===== config.mk =====
export PLATFORM = sky130hd
export DESIGN_NAME = nest_intc
export DESIGN_NICKNAME = d
export VERILOG_FILES = /design/src/rtl/pic_pkg.sv /design/src/rtl/pic_src_regs.sv /design/src/rtl/pic_arbiter.sv /design/src/rtl/pic_prio_stack.sv /design/src/rtl/nest_intc.sv
export SDC_FILE = /design/constraint.sdc
export NUM_CORES = 2
export LEC_CHECK = 0
export ABC_AREA = 1
export BUFFER_PORTS_ARGS = -buffer_cell sky130_fd_sc_hd__buf_2
export CAP_MARGIN = 20
export CELL_PAD_IN_SITES_DETAIL_PLACEMENT = 1
export CELL_PAD_IN_SITES_GLOBAL_PLACEMENT = 1
export CORE_MARGIN = 4
export CORE_UTILIZATION = 47
export DETAILED_ROUTE_END_ITERATION = 10
export PLACE_DENSITY = 0.95
export RECOVER_POWER = 50
export REMOVE_ABC_BUFFERS = 1
export SLEW_MARGIN = 20
export SYNTH_ARGS = -nofsm -noshare
export SYNTH_HDL_FRONTEND = slang
export SYNTH_SLANG_ARGS = --single-unit

===== constraint.sdc =====
create_clock -name clk -period 238.3 [get_ports clk]
set_clock_uncertainty 0.15 [all_clocks]
set_input_delay 47.66 -clock clk [delete_from_list [all_inputs] [get_ports clk]]
set_output_delay 47.66 -clock clk [all_outputs]
set_load 0.05 [all_outputs]

===== src/rtl/pic_pkg.sv =====
package pic_pkg;
  localparam int PRIO_W = 4;
  typedef logic [PRIO_W-1:0] prio_t;
  // Action applied to the current-priority register in one cycle
  typedef enum logic [1:0] {
    ACT_NONE,
    ACT_PUSH,
    ACT_POP,
    ACT_LOAD
  } lvl_act_e;
endpackage


===== src/rtl/pic_src_regs.sv =====
module pic_src_regs
  import pic_pkg::*;
#(
  parameter int NUM_SRC = 128,
  parameter int NUM_SW  = 8,
  localparam int IDX_W  = $clog2(NUM_SRC)
) (
  input  logic                           clk,
  input  logic                           rst_n,
  input  logic [NUM_SRC-1:0]             hw_req_i,
  input  logic                           prio_we_i,
  input  logic [IDX_W-1:0]               prio_idx_i,
  input  prio_t                          prio_val_i,
  input  logic [NUM_SW-1:0]              sw_set_i,
  input  logic [NUM_SW-1:0]              sw_clr_i,
  output logic [NUM_SRC-1:0]             eff_req_o,
  output logic [NUM_SRC-1:0][PRIO_W-1:0] prio_tab_o,
  output logic [NUM_SW-1:0]              sw_pend_o
);

  logic [NUM_SW-1:0] pend_q;

  // Priority table, one register per source
  for (genvar i = 0; i < NUM_SRC; i++) begin : g_tab
    always_ff @(posedge clk) begin
      if (!rst_n) begin
        prio_tab_o[i] <= '0;
      end else if (prio_we_i && (prio_idx_i == IDX_W'(i))) begin
        prio_tab_o[i] <= prio_val_i;
      end
    end
  end

  // Software pending flags: clear has precedence over set
  always_ff @(posedge clk) begin
    if (!rst_n) pend_q <= '0;
    else        pend_q <= (pend_q | sw_set_i) & ~sw_clr_i;
  end

  assign sw_pend_o = pend_q;

  // Merge software flags into the low-numbered sources
  for (genvar i = 0; i < NUM_SRC; i++) begin : g_merge
    if (i < NUM_SW) begin : g_sw
      assign eff_req_o[i] = hw_req_i[i] | pend_q[i];
    end else begin : g_hw
      assign eff_req_o[i] = hw_req_i[i];
    end
  end


  sw_pend_hold_chk: assert property (@(posedge clk) disable iff (!rst_n)
    1'b1 |=> ((pend_q & $past(pend_q & ~sw_clr_i)) == $past(pend_q & ~sw_clr_i)));

endmodule


===== src/rtl/pic_arbiter.sv =====
module pic_arbiter
  import pic_pkg::*;
#(
  parameter int NUM_SRC = 128,
  localparam int IDX_W  = $clog2(NUM_SRC)
) (
  input  logic [NUM_SRC-1:0]             req_i,
  input  logic [NUM_SRC-1:0][PRIO_W-1:0] prio_tab_i,
  input  prio_t                          ceil_i,
  output logic                           found_o,
  output logic [IDX_W-1:0]               idx_o,
  output prio_t                          prio_o
);

  // Scan from the top index down; ">=" lets a lower index take over on a tie
  always_comb begin
    found_o = 1'b0;
    idx_o   = '0;
    prio_o  = '0;
    for (int i = NUM_SRC - 1; i >= 0; i--) begin
      if (req_i[i] && (prio_tab_i[i] > ceil_i) &&
          (!found_o || (prio_tab_i[i] >= prio_o))) begin
        found_o = 1'b1;
        idx_o   = IDX_W'(i);
        prio_o  = prio_tab_i[i];
      end
    end
  end

endmodule


===== src/rtl/pic_prio_stack.sv =====
module pic_prio_stack
  import pic_pkg::*;
#(
  parameter int DEPTH = 16,
  localparam int AW   = $clog2(DEPTH),
  localparam int DW   = $clog2(DEPTH + 1)
) (
  input  logic     clk,
  input  logic     rst_n,
  input  lvl_act_e act_i,
  input  prio_t    load_i,
  output prio_t    cur_o,
  output logic     empty_o
);

  prio_t          mem [DEPTH];
  logic [DW-1:0]  depth_q;
  logic [AW-1:0]  wr_idx;
  logic [AW-1:0]  rd_idx;
  logic [DW-1:0]  depth_dec;

  assign depth_dec = depth_q - DW'(1);
  assign wr_idx    = depth_q[AW-1:0];
  assign rd_idx    = depth_dec[AW-1:0];
  assign empty_o   = (depth_q == '0);

  always_ff @(posedge clk) begin
    if (!rst_n) begin
      depth_q <= '0;
      cur_o   <= '0;
    end else begin
      case (act_i)
        ACT_PUSH: begin
          if (depth_q < DW'(DEPTH)) begin
            mem[wr_idx] <= cur_o;
            depth_q     <= depth_q + DW'(1);
          end
          cur_o <= load_i;
        end
        ACT_POP: begin
          if (!empty_o) begin
            cur_o   <= mem[rd_idx];
            depth_q <= depth_dec;
          end
        end
        ACT_LOAD: cur_o <= load_i;
        default:  ;
      endcase
    end
  end


  depth_bound_chk: assert property (@(posedge clk) disable iff (!rst_n)
    depth_q <= DW'(DEPTH));


  pop_shrinks_chk: assert property (@(posedge clk) disable iff (!rst_n)
    (act_i == ACT_POP) && !empty_o |=> depth_q == $past(depth_q) - DW'(1));

endmodule


===== src/rtl/nest_intc.sv =====
module nest_intc
  import pic_pkg::*;
#(
  parameter int NUM_SRC = 128,
  parameter int NUM_SW  = 8,
  parameter int DEPTH   = 16,
  parameter int VEC_W   = 9
) (
  input  logic                       clk,
  input  logic                       rst_n,
  input  logic [NUM_SRC-1:0]         src_req_i,
  input  logic                       prio_we_i,
  input  logic [$clog2(NUM_SRC)-1:0] prio_idx_i,
  input  logic [3:0]                 prio_val_i,
  input  logic                       cpr_we_i,
  input  logic [3:0]                 cpr_val_i,
  input  logic [NUM_SW-1:0]          sw_set_i,
  input  logic [NUM_SW-1:0]          sw_clr_i,
  input  logic                       iack_i,
  input  logic                       eoi_i,
  output logic                       irq_o,
  output logic [VEC_W-1:0]           vec_o,
  output logic [3:0]                 vec_prio_o,
  output logic [3:0]                 cur_prio_o,
  output logic [NUM_SW-1:0]          sw_pend_o
);

  localparam int IDX_W = $clog2(NUM_SRC);

  logic [NUM_SRC-1:0]             eff_req;
  logic [NUM_SRC-1:0][PRIO_W-1:0] prio_tab;
  logic                           win_found;
  logic [IDX_W-1:0]               win_idx;
  prio_t                          win_prio;
  prio_t                          cur_prio;
  logic                           stk_empty;
  lvl_act_e                       act;
  prio_t                          load_val;
  logic                           irq_q;
  logic [IDX_W-1:0]               idx_q;
  prio_t                          vprio_q;
  logic                           handshake;

  pic_src_regs #(.NUM_SRC(NUM_SRC), .NUM_SW(NUM_SW)) u_regs (
    .clk        (clk),
    .rst_n      (rst_n),
    .hw_req_i   (src_req_i),
    .prio_we_i  (prio_we_i),
    .prio_idx_i (prio_idx_i),
    .prio_val_i (prio_val_i),
    .sw_set_i   (sw_set_i),
    .sw_clr_i   (sw_clr_i),
    .eff_req_o  (eff_req),
    .prio_tab_o (prio_tab),
    .sw_pend_o  (sw_pend_o)
  );

  pic_arbiter #(.NUM_SRC(NUM_SRC)) u_arb (
    .req_i      (eff_req),
    .prio_tab_i (prio_tab),
    .ceil_i     (cur_prio),
    .found_o    (win_found),
    .idx_o      (win_idx),
    .prio_o     (win_prio)
  );

  assign handshake = iack_i && irq_q;

  // One action per cycle: acknowledge, then pop, then direct write
  always_comb begin
    act      = ACT_NONE;
    load_val = vprio_q;
    if (handshake) begin
      act = ACT_PUSH;
    end else if (eoi_i && !stk_empty) begin
      act = ACT_POP;
    end else if (cpr_we_i) begin
      act      = ACT_LOAD;
      load_val = cpr_val_i;
    end
  end

  pic_prio_stack #(.DEPTH(DEPTH)) u_stack (
    .clk     (clk),
    .rst_n   (rst_n),
    .act_i   (act),
    .load_i  (load_val),
    .cur_o   (cur_prio),
    .empty_o (stk_empty)
  );

  // Output register; withdrawn whenever the mask moves this edge
  always_ff @(posedge clk) begin
    if (!rst_n) begin
      irq_q   <= 1'b0;
      idx_q   <= '0;
      vprio_q <= '0;
    end else begin
      irq_q   <= win_found && (act == ACT_NONE);
      idx_q   <= win_idx;
      vprio_q <= win_prio;
    end
  end

  assign irq_o      = irq_q;
  assign vec_o      = VEC_W'(idx_q);
  assign vec_prio_o = vprio_q;
  assign cur_prio_o = cur_prio;


  mask_respected_chk: assert property (@(posedge clk) disable iff (!rst_n)
    irq_o |-> vec_prio_o > cur_prio_o);


  ack_drops_irq_chk: assert property (@(posedge clk) disable iff (!rst_n)
    iack_i && irq_o |=> !irq_o && (cur_prio_o == $past(vec_prio_o)));


  mask_move_quiet_chk: assert property (@(posedge clk) disable iff (!rst_n)
    cur_prio_o != $past(cur_prio_o) |-> !irq_o);

endmodule


; ---- Word level (Yosys, flattened, before mapping)
; Memories as Yosys holds them, arrays and structs flattened.
; Cells that the tools add are included.
[classes]
eq_ne = 132
mux = 398
n_reduce_logical = 656
magnitude_cmp = 256
add_sub_neg = 2
bitwise = 12
[op_table]
columns = cell, n
row1 = $mux 4, 140
row2 = $gt 4x4->1, 128
row3 = $ge 4x4->1, 127
row4 = $eq 7x7->1 const B, 64
row5 = $mux 7, 64
row6 = $logic_and 1x1->1, 386
row7 = $eq 7x6->1 const B, 32
row8 = $mux 6, 32
row9 = $mux 1, 133
row10 = $logic_not 1->1, 128
row11 = $logic_or 1x1->1, 127
row12 = $eq 7x5->1 const B, 16
row13 = $mux 5, 18
row14 = $reduce_or 65->1, 1
row15 = $eq 7x4->1 const B, 8
row16 = $reduce_or 33->1, 1
row17 = $eq 7x3->1 const B, 4
row18 = $reduce_or 17->1, 1
row19 = $eq 7x2->1 const B, 2
row20 = $mux 3, 4
row21 = $mux 2, 5
row22 = $pmux 5 s2, 1
row23 = $reduce_or 9->1, 1
row24 = $and 8x8->8, 1
row25 = other kinds (22), 32
[word_totals]
mem_bits_rw = 64
memories = 1
reg_bits = 541
input_bits = 165
[mem_list]
columns = name, depth, word_bits, rd, rd_ports_with_merged_regs, wr, line_no
row1 = u_stack.mem, 16, 4, 1, 0, 1, pic_prio_stack.sv:16  ; prio_t mem [DEPTH];

; ---- Longest topological paths before layout
[logic_depth]
ltp_word = 512
mapped_depth = 1445
depth_no_buf = 1406

; ---- Modules after synthesis
; From an unflattened synthesis, not the netlist that was laid out.
[hier_totals]
cells_unflattened = 9023
area_unflattened_um2 = 58063.2
[by_module_without_submodules]
columns = mod, area_per_inst_um2, seq_area_each_um2, n_inst, cells_each
row1 = pic_arbiter, 33154.3, 0.0, 1, 5584
row2 = pic_src_regs, 20973.9, 10410.0, 1, 3017
row3 = pic_prio_stack, 3477.1, 2102.0, 1, 362
row4 = nest_intc, 457.9, 240.2, 1, 60

; ---- Least setup slack after synthesis
; No wires, ideal clock.
[synth_path]
kind = in2reg
from = in src_req_i[127]
to = reg idx_q[5]
arrival_ns = 183.538
required_time_ns = 238.072
path_buffers = 39
setup_time_ns = 0.078
slack_ns = 54.534
cell_stages = 1305
path_cell_list = o21ai_1 a21oi_1 nand2_1 ha_1 a21oi_1 nand3_1 o21ai_1 inv_1 o21ai_0 inv_1 ha_1 nand2_1 o21bai_1 nand2_2 nor2_2 nand2_1 nand2_1 nand3_2 [... 1269 more ...] a21boi_0 o21ai_0 nand2_1 a21oi_1 nand2_1 nand2_2 nand3_1 and2_1 ha_1 a21boi_0 o21ai_0 nand2_1 a21oi_1 o21ai_1 nand2_1 buf_6 nand4_1 nor3_1
[synth_rtl]
columns = element, line_no
row1 = "start, declared", nest_intc.sv:11  ; input logic [NUM_SRC-1:0] src_req_i,
row2 = "end signal, assigned", nest_intc.sv:100  ; idx_q <= win_idx;
row3 = "end, declared", nest_intc.sv:40  ; logic [IDX_W-1:0] idx_q;

==> impl_metrics.tcl <==
set metrics [dict create \
    drt_iter0_drc 4409 \
    period_share_pct 92.0 \
    pre_cts_ws_ns 26.58 \
    wl_per_cell_microns 22.1 \
    worstMarginPinSlew_ns 8.17 \
    root_buffer "clkbuf_16" \
    cts_setup_buffers 0 \
    setup-violations-final 0 \
    clockBufferDepth 3 \
    cts_max_level 3 \
    dr.pass1.iters 6 \
    wl_microns 216000 \
    cts.sinks 605 \
    slew_headroom_pct -445 \
    synth_edf_count 64 \
    hpwlAfterDp_microns 148000 \
    syn_inst 8022 \
    finalHoldViolCount 0 \
    cts_tree "built" \
    insertion_delay_ns 0.68 \
    synth_warnings 0 \
    ys_ff_latch 605 \
    worst_slack_ns 18.96 \
    drc 0 \
    place_area_sq_mm 0.0562 \
    rsz0062_at_grt "false" \
    worstHoldStart "u_stack.depth_q[4]" \
    io_pins 191 \
    grt_pass1_wl_microns 335000 \
    dieArea_sq_mm 0.120 \
    holdPathEnd "u_stack.depth_q[4]" \
    layout-drive-gt1-share_pct 9.75 \
    grt_pass1_vias 61800 \
    postSynthAreaPerCell_sq_um 6.72 \
    die_width_microns 347 \
    reg2reg_from "u_stack.cur_o[2]" \
    nNetsFinal 9232 \
    synth_seq_area_share_pct 23.7 \
    cap_violations 7 \
    fmax_mhz 4.56 \
    initial_utilization_pct 47.6 \
    grt.overflow.total 0 \
    core_sq_mm 0.113 \
    violations "capacitance limit, slew limit" \
    row_count 123 \
    grt_max_degree 207 \
    synth.distinct_cells 69 \
    crit_endpoint "idx_q[6]$_SDFF_PP0_/D" \
    worst-ep-kind "sequential cell input" \
    period_minus_slack_ns 219.34 \
    r2r_slack_ns 64.02 \
    rr_worst_depth 1276 \
    routabilityCongestion 0.928 \
    fin_tns_setup_ns 0 \
    r2r-end "idx_q[4]" \
    antenna_found_initial 19 \
    vias 58400 \
    postRouteAntennaNets 0 \
    status "finished, violations left" \
    area_growth_syn_to_layout_pct 8.99 \
    synthFlopType "dfxtp_1" \
    chipHeight_microns 347 \
    synthArstFlopShare_pct 0 \
    cts.clk_slew.worst_paths_ns 0.06 \
    whs_path_depth 2 \
    synth_area_sq_mm 0.0539 \
    min_path_type "flip-flop to flip-flop" \
    portBuffers 188 \
    viasPerCell 5.99 \
    design_area_sq_mm 0.0588 \
    drv_slew 489 \
    cts_buffers 76 \
    track_usage_pct 34.2 \
]
## how the worst max path moves through the flow
stage,startpoint,end,slack (ns),cells after the start
2_1_floorplan,src_req_i[127],vec_prio_o[1],55.41,1188
3_5_place_dp,src_req_i[127],idx_q[6],26.58,824
4_1_cts,src_req_i[127],idx_q[6],21.20,805
3_3_place_gp,src_req_i[127],idx_q[6],38.26,1188
## layout make-up
cell class                      instances  area, sq um
Clock inverter                         33          387
Antenna cell                            8         20.0
Tap cell                             1500         1880
Sequential cell                       605        12800
Fill cell                           15100        54500
Timing Repair Buffer                  238         1310
Multi-Input combinational cell       6041        35600
Clock buffer                          109         2210
Inverter                             1200         4570
## synthesized netlist by cell type (all sizes together), types with 10 or more instances
| library cell | instances | area [sq um] |
|---|---|---|
| a21boi | 10 | 75.1 |
| a21o | 19 | 144 |
| a21oi | 578 | 2910 |
| buf | 50 | 398 |
| clkbuf | 124 | 546 |
| clkinv | 14 | 52.6 |
| dfxtp | 541 | 10800 |
| edfxtp | 64 | 1920 |
| ha | 905 | 11300 |
| inv | 1183 | 4450 |
| nand2 | 1664 | 7210 |
| nand3 | 360 | 1830 |
| nand4 | 16 | 100 |
| nor2 | 891 | 3440 |
| nor3 | 40 | 205 |
| o211a | 19 | 243 |
| o211ai | 38 | 285 |
| o21ai | 1345 | 6760 |
| o22ai | 19 | 119 |
| o31ai | 19 | 143 |
| or2 | 46 | 288 |
## placed cells by master, fill, tap and decap left out, types with 36 or more instances in the layout
master | Yosys | routed
nand2_1 | 1356 | 1355
nor2_1 | 877 | 877
clkbuf_16 | 0 | 79
a21oi_1 | 575 | 575
edfxtp_1 | 64 | 64
nand2_2 | 270 | 271
o21ai_0 | 1303 | 1302
buf_4 | 13 | 41
ha_1 | 905 | 905
buf_2 | 0 | 162
dfxtp_1 | 541 | 541
nand3_1 | 355 | 355
o21ai_1 | 35 | 36
nor3_1 | 39 | 38
inv_2 | 77 | 77
clkbuf_1 | 116 | 49
nand2_4 | 38 | 38
inv_1 | 1105 | 1102
o211ai_1 | 38 | 38
## timing repair
item / in CTS / in global routing
hold buffers: 0 / 0
endpoints found under the setup margin: 0 / 2
gates resized for setup: 0 / 3
## sequential cells by signal, summed over array words and instances (netlist names)
register / flops
u_stack.cur_o: 4
irq_o: 1
u_regs.prio_tab_o: 512
u_regs.sw_pend_o: 8
idx_q: 7
vec_prio_o: 4
u_stack.mem: 64
u_stack.depth_q: 5
## cell families (layout without fill, tap and decap cells)
logic type / Yosys count / after routing / share of synthesized area, %
and+or+nand+nor: 3031 / 3031 / 24.4
AOI/OAI and AO/OA: 2099 / 2099 / 20.6
buffers and inverters: 1377 / 1580 / 10.3
adders and majority gates: 905 / 905 / 21.0
DFF: 605 / 605 / 23.7
xor gates and xnor gates: 4 / 4 / 0.0650
other: 1 / 10 / 0.00696
## metrics by stage
stage / util (%) / hold WS (ns) / std cells
3_3_place_gp: 49.6 / 0.309 / 9583
3_5_place_dp: 49.6 / 0.315 / 9583
6_report: 51.9 / 0.328 / 9734
4_1_cts: 51.9 / 0.325 / 9725
2_1_floorplan: - / 0.296 / 7846
5_1_grt: 51.9 / 0.357 / 9731
## layer usage
layer | GRT usage (%) | routed length [microns] | vias to the layer above
met5 | 0 | 147 | -
met4 | 23.9 | 16100 | 19
met3 | 6.47 | 15300 | 856
met2 | 57.6 | 99800 | 2233
met1 | 39.3 | 84200 | 28400
li1 | - | - | 26900
Power is not shown: default switching activity piles up to over one toggle a cycle in this logic, so the estimate is an artifact.
